--- config.mk ---
export PLATFORM = sky130hd
export DESIGN_NAME = alu8_core
export DESIGN_NICKNAME = d
export VERILOG_FILES = /design/src/rtl/alu8_pkg.sv /design/src/rtl/alu8_addsub.sv /design/src/rtl/alu8_logic.sv /design/src/rtl/alu8_szp.sv /design/src/rtl/alu8_core.sv
export SDC_FILE = /design/constraint.sdc
export NUM_CORES = 1
export LEC_CHECK = 0
export ABC_CLOCK_PERIOD_IN_PS = 9030
export BUFFER_PORTS_ARGS = -buffer_cell sky130_fd_sc_hd__buf_2
export CORE_MARGIN = 2
export CORE_UTILIZATION = 56
export CTS_CLUSTER_DIAMETER = 200
export DETAILED_ROUTE_END_ITERATION = 10
export HOLD_SLACK_MARGIN = 0.03
export PLACE_DENSITY = 0.8
export SLEW_MARGIN = 30
export SYNTH_ARGS = -nofsm -noshare
export SYNTH_HDL_FRONTEND = slang
export SYNTH_HIERARCHICAL = 1
export SYNTH_SLANG_ARGS = --single-unit
export TNS_END_PERCENT = 10
--- constraint.sdc ---
create_clock -name clk -period 9.03 [get_ports clk]
set_input_delay 1.3545 -clock clk [delete_from_list [all_inputs] [get_ports clk]]
set_output_delay 1.3545 -clock clk [all_outputs]
set_load 0.005 [all_outputs]
--- src/rtl/alu8_pkg.sv ---
// Package: shared operation codes and flag bit positions for the ALU.
// Assumes the flag vector is packed as {S,Z,AC,P,CY} from bit 4 down.
package alu8_pkg;
    typedef enum logic [3:0] {
        OP_MOV = 4'd0,
        OP_ADD = 4'd1,
        OP_ADC = 4'd2,
        OP_SUB = 4'd3,
        OP_SBB = 4'd4,
        OP_CMP = 4'd5,
        OP_AND = 4'd6,
        OP_OR  = 4'd7,
        OP_XOR = 4'd8
    } alu_op_e;

    localparam int FLAG_W = 5;
    localparam int FLG_CY = 0;
    localparam int FLG_P  = 1;
    localparam int FLG_AC = 2;
    localparam int FLG_Z  = 3;
    localparam int FLG_S  = 4;
endpackage

--- src/rtl/alu8_addsub.sv ---
// Adder/subtractor: produces a +/- b with carry-in or borrow-in, plus
// the carry/borrow out of the top bit and of the low nibble.
// Assumes sub=1 means borrow semantics on cin, cy_o and ac_o.
module alu8_addsub #(
    parameter int DATA_W = 8,
    parameter int NIB_W  = 4
) (
    input  logic [DATA_W-1:0] a_i,
    input  logic [DATA_W-1:0] b_i,
    input  logic              cin_i,
    input  logic              sub_i,
    output logic [DATA_W-1:0] sum_o,
    output logic              cy_o,
    output logic              ac_o
);
    logic [DATA_W-1:0] b_x;
    logic              c_x;
    logic              c_top;
    logic              c_nib;
    logic [NIB_W-1:0]  nib_unused;

    // Invert operand and carry for two's-complement subtraction.
    always_comb begin
        b_x = sub_i ? ~b_i : b_i;
        c_x = sub_i ? ~cin_i : cin_i;
    end

    // Full-width sum and low-nibble sum; borrow is inverted carry.
    always_comb begin
        {c_top, sum_o}      = {1'b0, a_i} + {1'b0, b_x} + {{DATA_W{1'b0}}, c_x};
        {c_nib, nib_unused} = {1'b0, a_i[NIB_W-1:0]} + {1'b0, b_x[NIB_W-1:0]}
                              + {{NIB_W{1'b0}}, c_x};
        cy_o = sub_i ? ~c_top : c_top;
        ac_o = sub_i ? ~c_nib : c_nib;
    end
endmodule

--- src/rtl/alu8_logic.sv ---
// Bitwise unit: AND, OR, XOR with fixed carry-flag outputs.
// Assumes sel_i: 0 AND, 1 OR, 2 XOR; AND sets AC, all clear CY.
module alu8_logic #(
    parameter int DATA_W = 8
) (
    input  logic [DATA_W-1:0] a_i,
    input  logic [DATA_W-1:0] b_i,
    input  logic [1:0]        sel_i,
    output logic [DATA_W-1:0] res_o,
    output logic              ac_o,
    output logic              cy_o
);
    // Select the bitwise function and its auxiliary-carry value.
    always_comb begin
        cy_o = 1'b0;
        ac_o = 1'b0;
        unique case (sel_i)
            2'd0:    begin res_o = a_i & b_i; ac_o = 1'b1; end
            2'd1:    res_o = a_i | b_i;
            default: res_o = a_i ^ b_i;
        endcase
    end
endmodule

--- src/rtl/alu8_szp.sv ---
// Result-derived flags: sign (top bit), zero, even parity.
// Assumes a result of at least one bit.
module alu8_szp #(
    parameter int DATA_W = 8
) (
    input  logic [DATA_W-1:0] res_i,
    output logic              s_o,
    output logic              z_o,
    output logic              p_o
);
    // Derive the three result flags.
    always_comb begin
        s_o = res_i[DATA_W-1];
        z_o = (res_i == '0);
        p_o = ~(^res_i);
    end
endmodule

--- src/rtl/alu8_core.sv ---
// Top: accumulator ALU with accumulator and flag registers.
// Assumes op_i is already decoded; codes above OP_XOR are no-ops.
// Registers change only when valid_i is high; synchronous active-low reset.
module alu8_core
    import alu8_pkg::*;
#(
    parameter int DATA_W = 8
) (
    input  logic              clk,
    input  logic              rst_n,
    input  logic              valid_i,
    input  logic [3:0]        op_i,
    input  logic [DATA_W-1:0] operand_i,
    output logic [DATA_W-1:0] result_o,
    output logic              acc_we_o,
    output logic [DATA_W-1:0] acc_o,
    output logic [FLAG_W-1:0] flags_o
);
    logic [DATA_W-1:0] acc_q;
    logic [FLAG_W-1:0] flg_q;
    logic [DATA_W-1:0] as_sum, lg_res;
    logic              as_cy, as_ac, lg_cy, lg_ac;
    logic              is_sub, use_cin, cin;
    logic [1:0]        lg_sel;
    logic              f_s, f_z, f_p;
    logic              flg_we;
    logic              nxt_cy, nxt_ac;
    alu_op_e           op;

    // Decode operation class and carry source.
    always_comb begin
        op      = alu_op_e'(op_i);
        is_sub  = (op == OP_SUB) || (op == OP_SBB) || (op == OP_CMP);
        use_cin = (op == OP_ADC) || (op == OP_SBB);
        cin     = use_cin & flg_q[FLG_CY];
        lg_sel  = (op == OP_AND) ? 2'd0 : (op == OP_OR) ? 2'd1 : 2'd2;
    end

    alu8_addsub #(.DATA_W(DATA_W), .NIB_W(4)) i_addsub (
        .a_i(acc_q), .b_i(operand_i), .cin_i(cin), .sub_i(is_sub),
        .sum_o(as_sum), .cy_o(as_cy), .ac_o(as_ac)
    );

    alu8_logic #(.DATA_W(DATA_W)) i_logic (
        .a_i(acc_q), .b_i(operand_i), .sel_i(lg_sel),
        .res_o(lg_res), .ac_o(lg_ac), .cy_o(lg_cy)
    );

    alu8_szp #(.DATA_W(DATA_W)) i_szp (
        .res_i(result_o), .s_o(f_s), .z_o(f_z), .p_o(f_p)
    );

    // Result mux, writeback and flag-update decisions per operation class.
    always_comb begin
        result_o = acc_q;
        acc_we_o = 1'b0;
        flg_we   = 1'b0;
        nxt_cy   = 1'b0;
        nxt_ac   = 1'b0;
        case (op)
            OP_MOV: begin
                result_o = operand_i;
                acc_we_o = 1'b1;
            end
            OP_ADD, OP_ADC, OP_SUB, OP_SBB: begin
                result_o = as_sum;
                acc_we_o = 1'b1;
                flg_we   = 1'b1;
                nxt_cy   = as_cy;
                nxt_ac   = as_ac;
            end
            OP_CMP: begin
                result_o = as_sum;
                flg_we   = 1'b1;
                nxt_cy   = as_cy;
                nxt_ac   = as_ac;
            end
            OP_AND, OP_OR, OP_XOR: begin
                result_o = lg_res;
                acc_we_o = 1'b1;
                flg_we   = 1'b1;
                nxt_cy   = lg_cy;
                nxt_ac   = lg_ac;
            end
            default: ;
        endcase
    end

    // Accumulator register: loads on a strobed writing operation.
    always_ff @(posedge clk) begin
        if (!rst_n)
            acc_q <= '0;
        else if (valid_i && acc_we_o)
            acc_q <= result_o;
    end

    // Flag register: loads on a strobed flag-setting operation.
    always_ff @(posedge clk) begin
        if (!rst_n)
            flg_q <= '0;
        else if (valid_i && flg_we) begin
            flg_q[FLG_S]  <= f_s;
            flg_q[FLG_Z]  <= f_z;
            flg_q[FLG_AC] <= nxt_ac;
            flg_q[FLG_P]  <= f_p;
            flg_q[FLG_CY] <= nxt_cy;
        end
    end

    assign acc_o   = acc_q;
    assign flags_o = flg_q;
endmodule

=== Yosys cells after proc, flatten, opt, wreduce, memory -nomap -nowiden ===
Cells that the tools add are included.

* Multiplexer cells: 13
* Equal/unequal tests: 9
* Reduce and logical (&&, ||, !) cells: 13
* Add/sub/neg operators: 4
* Bitwise logic cells: 9

{| class="wikitable"
|+ Operators by type and width
! operator !! number
|-
| 8-bit one-hot mux with 3 select lines || 1
|-
| 4-bit by 3-bit equality test with 1-bit output, second input constant || 4
|-
| 8-bit one-hot mux with 2 select lines || 1
|-
| 8-bit OR reduction || 2
|-
| 8-bit by 8-bit adder with 9-bit output || 1
|-
| 9-bit by 1-bit adder with 9-bit output || 1
|-
| 8-bit bitwise AND || 1
|-
| 4-bit by 2-bit equality test with 1-bit output, second input constant || 2
|-
| 8-bit zero test || 1
|-
| 8-bit two-way mux || 1
|-
| 8-bit NOT || 1
|-
| 8-bit OR || 1
|-
| 8-bit XOR reduction || 1
|-
| 8-bit bitwise XOR || 1
|-
| 1-bit two-way mux || 7
|-
| 4-bit by 4-bit adder with 5-bit output || 1
|-
| 5-bit by 1-bit adder with 5-bit output || 1
|-
| 5-bit OR reduction || 1
|-
| 4-bit by 1-bit equality test with 1-bit output, second input constant || 1
|-
| 4-bit equality test, second input constant || 1
|-
| 4-bit zero test || 1
|-
| 2-bit two-way mux || 2
|-
| 1-bit NOT || 4
|-
| 1-bit logical OR || 3
|-
| 6 further kinds || 7
|}

* Output and inout port bits: 22
* Bits of input ports: 15
* Word-level logic and storage cells: 50
* Register bits: 13

=== Depth between registers and ports, before layout ===
Gate-level depths: netlist of run 1.

* Depth after elaboration: 9
* Mapped depth: 21
* Depth with buffers taken out: 19

=== Modules after synthesis ===
The synthesis of run 1 kept the hierarchy.

{| class="wikitable"
|+ By module, submodules not included
! module !! cells each !! times used !! area an instance (um^2)
|-
| alu8_core || 130 || 1 || 1,027.2
|-
| alu8_logic || 70 || 1 || 515.5
|-
| alu8_addsub || 52 || 1 || 439.2
|-
| alu8_szp || 17 || 1 || 122.6
|}

=== Worst setup path after synthesis of run 1 ===
OpenSTA, ideal clock, no wires.

* Kind: input to output
* From: in op_i[3]
* To: out result_o[6]
* Path slack: 3.382 ns
* Arrival time: 4.293 ns
* Stages on the path: 14
* Required time: 7.676 ns
* Path buffers: 3
* Path through: buf_2 clkbuf_1 a21oi_1 buf_2 xor2_1 fa_1 fa_1 a21oi_2 o22ai_1 or2_1 xor2_1 o32ai_1 a2bb2oi_1 nor2_1

* Word-level cells in the longest chain between the ends: 7

{| class="wikitable"
|+ RTL lines
! what !! RTL line !! RTL
|-
| from (decl) || alu8_core.sv:12 || <nowiki>input logic [3:0] op_i,</nowiki>
|-
| 4-bit by 2-bit equality test with 1-bit output or 4-bit by 3-bit equality test with 1-bit output (tied branches) || alu8_core.sv:33 || <nowiki>is_sub = (op == OP_SUB) || (op == OP_SBB) || (op == OP_CMP);</nowiki>
|-
| 1-bit logical OR || alu8_core.sv:33 ||
|-
| 1-bit logical OR (*) || alu8_core.sv:33 ||
|-
| net is_sub || alu8_core.sv:23 || <nowiki>logic is_sub, use_cin, cin;</nowiki>
|-
| 8-bit two-way mux || alu8_addsub.sv:24 || <nowiki>b_x = sub_i ? ~b_i : b_i;</nowiki>
|-
| 8-bit by 8-bit adder with 9-bit output || alu8_addsub.sv:30 || <nowiki>{c_top, sum_o} = {1'b0, a_i} + {1'b0, b_x} + {{DATA_W{1'b0}}, c_x};</nowiki>
|-
| 9-bit by 1-bit adder with 9-bit output (*) || alu8_addsub.sv:30 ||
|-
| net as_sum[6] || alu8_core.sv:21 || <nowiki>logic [DATA_W-1:0] as_sum, lg_res;</nowiki>
|-
| 8-bit one-hot mux with 3 select lines (*) || alu8_core.sv:60 || <nowiki>case (op)</nowiki>
|-
| to (decl) || alu8_core.sv:14 || <nowiki>output logic [DATA_W-1:0] result_o,</nowiki>
|}

The timed path passes the listed nets; every way through them passes the cells marked *.

=== Worst setup path after layout of run 1 ===
* From: in op_i[2]
* To: out result_o[6]

The elaborated chain is that of the path after synthesis.

==> results of run 1 <==
## metrics by stage
stage	instances	hold WS (ps)	setup slack, ps
floorplan	269	511	3380
finish	342	511	3010
CTS	342	518	3050
global placement	338	494	3110
detailed placement	338	502	3070
global route	342	543	2760
## cell type report
type                            instances  area (µm²)
Multi-Input combinational cell        213        1630
Inverter                               27         101
Clock buffer                            4        45.0
Tap cell                               48        60.1
Timing Repair Buffer                   37         188
Sequential cell                        13         260
Fill cell                             340        1350
## state kept, by name, summed over array words and instances (netlist names)
| register | cells |
|---|---|
| flags_o | 5 |
| acc_o | 8 |
## kinds of logic (layout without fill, tap and decap cells)
logic type                 count (synthesis)  in the layout  share of synthesized area
AOI/OAI and AO/OA                         69             69                      0.263
xor gates and xnor gates                  20             20                     0.0832
adders and majority gates                 29             29                      0.180
buffers and inverters                     43             68                      0.102
DFF                                       13             13                      0.124
muxes                                      4              4                     0.0190
other                                      1              1                    0.00178
and+or+nand+nor                           90             90                      0.228
## cells in the mapped netlist (2+ instances only)
| library cell | number |
|---|---|
| nor2_1 | 32 |
| ha_1 | 27 |
| inv_1 | 27 |
| nor2b_1 | 18 |
| a21oi_1 | 13 |
| dfxtp_1 | 13 |
| xor2_1 | 11 |
| nand2_1 | 10 |
| o21ai_0 | 10 |
| xnor2_1 | 9 |
| a2bb2oi_1 | 8 |
| o32ai_1 | 8 |
| a21boi_0 | 7 |
| and2_1 | 6 |
| nand2b_1 | 6 |
| o31ai_2 | 6 |
| buf_6 | 5 |
| buf_2 | 4 |
| mux2i_1 | 4 |
| and3_1 | 3 |
| clkbuf_1 | 3 |
| nand3_1 | 3 |
| a21boi_1 | 2 |
| a21oi_2 | 2 |
| buf_4 | 2 |
| clkbuf_2 | 2 |
| fa_1 | 2 |
| nor4_1 | 2 |
| o311a_1 | 2 |
| o31a_1 | 2 |
## worst min-delay path: stages (launching register included)
cell	delay (ps)
dfxtp_1	320
mux2i_1	60
nor2b_1	90
## cells in the final DEF (no fill, tap or decap), types with 2 or more instances in the layout
| cell | n |
|---|---|
| a21oi_2 | 2 |
| ha_1 | 27 |
| and2_1 | 6 |
| o31a_1 | 2 |
| o21ai_0 | 10 |
| xnor2_1 | 9 |
| a21boi_0 | 7 |
| nor2_1 | 32 |
| a21oi_1 | 13 |
| and3_1 | 3 |
| a21boi_1 | 2 |
| o32ai_1 | 8 |
| nand2_1 | 10 |
| nor4_1 | 2 |
| clkbuf_8 | 3 |
| a2bb2oi_1 | 8 |
| nand2b_1 | 6 |
| dfxtp_1 | 13 |
| o31ai_2 | 6 |
| xor2_1 | 11 |
| nor2b_1 | 18 |
| buf_2 | 36 |
| mux2i_1 | 4 |
| nand3_1 | 3 |
| inv_1 | 27 |
| o311a_1 | 2 |
| fa_1 | 2 |
## path summary, 6_finish.rpt
check	from	cells after the start	slack [ps]	end
worst max-delay path	op_i[2]	16	3010	result_o[6]
worst min-delay path	flags_o[3]	2	510	flags_o[3]
worst max register to register	flags_o[0]	18	5140	flags_o[1]
worst min register to register	flags_o[3]	2	510	flags_o[3]
## report_power, final
part           internal (mW)  switching [mW]
sequential            0.0641         0.00883
combinational         0.0848          0.0932
clock                 0.0311          0.0201
total                  0.180           0.122
## layer usage
metal	up-vias	wire, µm	GRT usage
li1	982	-	-
met3	4	224	0.0411
met2	50	2170	0.392
met1	874	2210	0.289
met5	-	0	0
met4	0	51	0.0234
==> flow_summary.json, run 1 <==
{
  "outcome": "completed",
  "dp.final_hpwl_um": 3540,
  "synthCells": 269,
  "total_power_mw": 0.302,
  "tightest_slew_ps": 727,
  "synth_fp_nets": 313,
  "grt_pass1_wl_um": 7560,
  "worst-setup-path-type": "input port to primary output",
  "grt_max_degree": 24,
  "final-setup-viol-count": 0,
  "cts_tree": "built",
  "p_leak_nw": 1.13,
  "synth_area_leaders": "ha_1, dfxtp_1, nor2_1, nor2b_1, inv_1",
  "timing.final.crit_share": 0.666,
  "postLayoutCoreUtil": 0.629,
  "wl_per_cell_um": 13.6,
  "core_area_mm2": 0.00363,
  "drive_gt1_frac": 0.194,
  "crit_fanout": 23,
  "async_reset_ff_frac": 0,
  "cts_buffer_depth": 2,
  "crit_required_ps": 7680,
  "grt_pass1_vias": 1738,
  "rsz0062_at_grt": "no",
  "slowest_stage": "fa_1",
  "clock_latency_ps": 240,
  "post_cts_buffers": 0,
  "routabilityCongestion": 0.917,
  "dieArea_mm2": 0.00426,
  "portBuffers": 36,
  "drc_errors": 0,
  "routed_wl_um": 4660,
  "synth_flop_cell": "dfxtp_1",
  "crit_chain": "buf_2 -> nand2b_1 -> a21oi_1 -> buf_4 -> xor2_1 -> fa_1 -> fa_1 -> a21oi_2 -> o22ai_1 -> or2_1 -> xor2_1 -> nor2b_1 -> o32ai_1 -> a2bb2oi_1 -> nor2_1 -> buf_2",
  "critPathBufInv": 3,
  "row_count": 22,
  "hold_viol_final": 0,
  "postRouteAntennaNets": 0,
  "via_count": 1910,
  "synth_edf_count": 0,
  "max-cap-violations": 0,
  "htree_num_levels": 1,
  "ctsHoldBuffers": 0,
  "p_per_area_mw_per_mm2": 132,
  "finalNetCount": 339,
  "cts_buffers": 3,
  "synth_cell_type_count": 50,
  "post_cts_resized": 0,
  "fmax_mhz": 166,
  "cts_root_buffer": "clkbuf_8",
  "critical_path_arrival_ps": 4660,
  "yosysSeqAreaShare": 0.124,
  "yosysTopAreaCell": "ha_1",
  "area_delta_synth_final_pct": 8.56,
  "avgSynthCellArea_um2": 7.82,
  "slew_headroom": 0.514,
  "ir_drop_mv": 0.0766,
  "clkTransAtPathRegs_ps": 50,
  "num_antenna_cells": 0,
  "hold_class": "register to register",
  "fin_crit_ps": 6020,
  "clock_sinks": 13,
  "crit_family": "adder cells",
  "drv_slew": 0,
  "fp.dieH_um": 65.3,
  "yosys.area.top_type_share": 0.161,
  "cp-start-kind": "input port",
  "setup_tns_ps": 0,
  "drt_iter0_drc": 94,
  "initial_core_util": 0.579,
  "die_w_um": 65.3,
  "fin_area_mm2": 0.00228,
  "clock_skew_ps": 2.37,
  "dpl-instance-area_mm2": 0.00224,
  "via_per_inst": 5.58,
  "antenna_found_initial": 0,
  "io_pins": 37,
  "synth_area_mm2": 0.00210,
  "grt_use_total": 0.221,
  "endpoint_kind": "primary output",
  "grt.overflow.total": 0,
  "synth_warnings": 6,
  "drtPass1Iterations": 4,
  "max_stage_delay_ps": 430,
  "ys_seq_elements": 13
}
(Power assumes the default switching activity.)
==> run 2: changes to the inputs <==
--- a/config.mk
+++ b/config.mk
@@ -5,14 +5,15 @@
 export SDC_FILE = /design/constraint.sdc
 export NUM_CORES = 1
 export LEC_CHECK = 0
-export ABC_CLOCK_PERIOD_IN_PS = 9030
+export ABC_AREA = 1
+export ABC_CLOCK_PERIOD_IN_PS = 5100
 export BUFFER_PORTS_ARGS = -buffer_cell sky130_fd_sc_hd__buf_2
 export CORE_MARGIN = 2
-export CORE_UTILIZATION = 56
+export CORE_UTILIZATION = 52
 export CTS_CLUSTER_DIAMETER = 200
 export DETAILED_ROUTE_END_ITERATION = 10
 export HOLD_SLACK_MARGIN = 0.03
-export PLACE_DENSITY = 0.8
+export PLACE_DENSITY = 0.78
 export SLEW_MARGIN = 30
 export SYNTH_ARGS = -nofsm -noshare
 export SYNTH_HDL_FRONTEND = slang
==> constraint.sdc (replaced) <==
create_clock -name clk -period 5.1 [get_ports clk]
set_input_delay 0.765 -clock clk [delete_from_list [all_inputs] [get_ports clk]]
set_output_delay 0.765 -clock clk [all_outputs]
set_load 0.005 [all_outputs]
==> run 2 against run 1 <==
Net effect: critical path depth grew 1; sequential cell count unchanged; design area grew 1.0%; core utilization shrank 1.2 points; combinational power increased by 60%; critical endpoint unchanged.
==> flow_summary.json, run 2 <==
{
  "die_w_um": 67.1,
  "slew_headroom": 0.512,
  "drt_iter0_drc": 156,
  "clkTransAtPathRegs_ps": 50,
  "timing.final.crit_share": 0.829,
  "ir_drop_mv": 0.133,
  "synth_common_cells": "nand2_1, inv_1, nand3_1, nor2_1, ha_1",
  "num_antenna_cells": 0,
  "initial_core_util": 0.553,
  "swShare": 0.439,
  "intPower_mw": 0.281,
  "synth_xor_xnor_area_share": 0.0550,
  "cts_buffers": 3,
  "crit_fanout": 12,
  "ctsHoldBuffers": 0,
  "antenna_found_initial": 0,
  "grt.overflow.total": 0,
  "clock_skew_ps": 4.53,
  "synthAdderAreaFrac": 0.182,
  "p_per_area_mw_per_mm2": 217,
  "synth_area_leaders": "nand2_1, ha_1, dfxtp_1, inv_1, nand3_1",
  "cts_tree": "built",
  "r2r_setup_slack_ps": 1730,
  "multi_input_area_mm2": 0.00152,
  "hold_viol_final": 0,
  "routabilityCongestion": 0.876,
  "synth_cell_type_count": 27,
  "yosys.area.top_type_share": 0.187,
  "synth_warnings": 6,
  "htree_num_levels": 1,
  "drc_errors": 0,
  "synth-simple-area-share": 0.472,
  "yosysSeqAreaShare": 0.126,
  "fp.dieH_um": 67.1,
  "via_per_inst": 5.14,
  "yosysMostFrequentCell": "nand2_1",
  "row_count": 22,
  "critical_path_arrival_ps": 3460,
  "synth_fp_nets": 383,
  "power.net_switching_mw": 0.220,
  "postRouteAntennaNets": 0,
  "p_leak_nw": 1.36,
  "seqPwrFrac": 0.245,
  "area_delta_synth_final_pct": 11.4,
  "grt_max_degree": 19,
  "tightest_slew_ps": 731,
  "clock_sinks": 13,
  "total_power_mw": 0.502,
  "yosysTopAreaCell": "nand2_1",
  "grt_use_total": 0.245,
  "drtPass1Iterations": 4,
  "max-cap-violations": 0,
  "synth_flop_cell": "dfxtp_1",
  "dp.final_hpwl_um": 3940,
  "synth_compound_area_frac": 0.0211,
  "finalNetCount": 417,
  "pwr-share-comb": 0.568,
  "post_cts_resized": 0,
  "crit_required_ps": 4340,
  "synth_area_mm2": 0.00207,
  "hold_class": "register to register",
  "regArea_um2": 260,
  "async_reset_ff_frac": 0,
  "cts_buffer_depth": 2,
  "avgSynthCellArea_um2": 6.11,
  "endpoint_kind": "primary output",
  "wl_per_cell_um": 12.1,
  "drv_slew": 0,
  "core_area_mm2": 0.00374,
  "fill_cells": 402,
  "grt_pass1_vias": 1946,
  "grt_pass1_wl_um": 8520,
  "portBuffers": 36,
  "final-setup-viol-count": 0,
  "synthMuxAreaShare": 0,
  "fin_crit_ps": 4230,
  "setup_tns_ps": 0,
  "largest_reg_flops": 8,
  "io_pins": 37,
  "rsz0062_at_grt": "no",
  "layout_common_cells": "nand2_1, inv_1, nand3_1",
  "cts_root_buffer": "clkbuf_8",
  "fmax_mhz": 237,
  "post_cts_buffers": 0,
  "layout_commonest_cell": "nand2_1",
  "clock_power_share": 0.187,
  "ys_seq_elements": 13,
  "worst-setup-path-type": "input port to primary output",
  "postLayoutCoreUtil": 0.617,
  "via_count": 2158,
  "synth_top_family_by_area": "simple AND/OR/NAND/NOR gates",
  "outcome": "completed",
  "routed_wl_um": 5060,
  "synthCells": 339,
  "clock_latency_ps": 250,
  "dieArea_mm2": 0.00451,
  "cp-start-kind": "input port",
  "drive_gt1_frac": 0.156,
  "synth_edf_count": 0
}
run 2: logic make-up (layout without fill, tap and decap cells):
family / count (synthesis) / in the layout
AOI/OAI and AO/OA: 5 / 5
xor gates and xnor gates: 13 / 13
adders and majority gates: 29 / 29
buffers and inverters: 69 / 102
DFF: 13 / 13
other: 1 / 1
and+or+nand+nor: 209 / 209
run 2: final cells by class:
| cell class | count | area share |
|---|---|---|
| clock buffer | 4 | 0.0195 |
| inverter | 60 | 0.0976 |
| multi-input combinational | 257 | 0.660 |
| sequential | 13 | 0.113 |
| tap | 48 | 0.0260 |
| timing repair buffer | 38 | 0.0846 |
run 2: per-layer routing:
metal,up-vias,global-route usage,share of wire
li1,1117,-,-
met1,965,0.301,0.44
met2,68,0.441,0.48
met3,8,0.0405,0.063
met4,0,0.0561,0.018
met5,-,0,0
run 2: path summary, 6_finish.rpt:
path | from | to | cells past startpoint
max reg2reg | flags_o[0] | flags_o[1] | 22
max | op_i[3] | result_o[6] | 17
min | flags_o[4] | flags_o[4] | 2
min reg2reg | flags_o[4] | flags_o[4] | 2
run 2: worst max-delay path, cell delays in order:
cell	delay [ps]
buf_2	260
inv_1	120
nand2_1	130
nor2_1	60
buf_4	190
xor2_1	190
fa_1	450
fa_1	410
nand2_1	80
nand2_1	90
nand3b_1	120
nand2_1	60
nand2_1	50
nand2_1	40
nand3_1	70
nand4_1	170
buf_2	180
run 2: power by group through the flow:
stage,clock network [mW],registers [mW],logic (mW)
finish,0.0941,0.123,0.285
global route,0.100,0.125,0.328
CTS,0.0947,0.123,0.284
detailed placement,0,0.125,0.281
global placement,0,0.125,0.273
floorplan,0,0.123,0.209
run 2: through the flow:
| stage | worst slack [ps] | hold WS, ps | instance area, µm² | std cells |
|---|---|---|---|---|
| floorplan | 1310 | 478 | 2070 | 339 |
| global placement | 997 | 461 | 2260 | 416 |
| detailed placement | 875 | 469 | 2260 | 416 |
| CTS | 897 | 481 | 2310 | 420 |
| global route | 667 | 509 | 2310 | 420 |
| finish | 873 | 476 | 2310 | 420 |
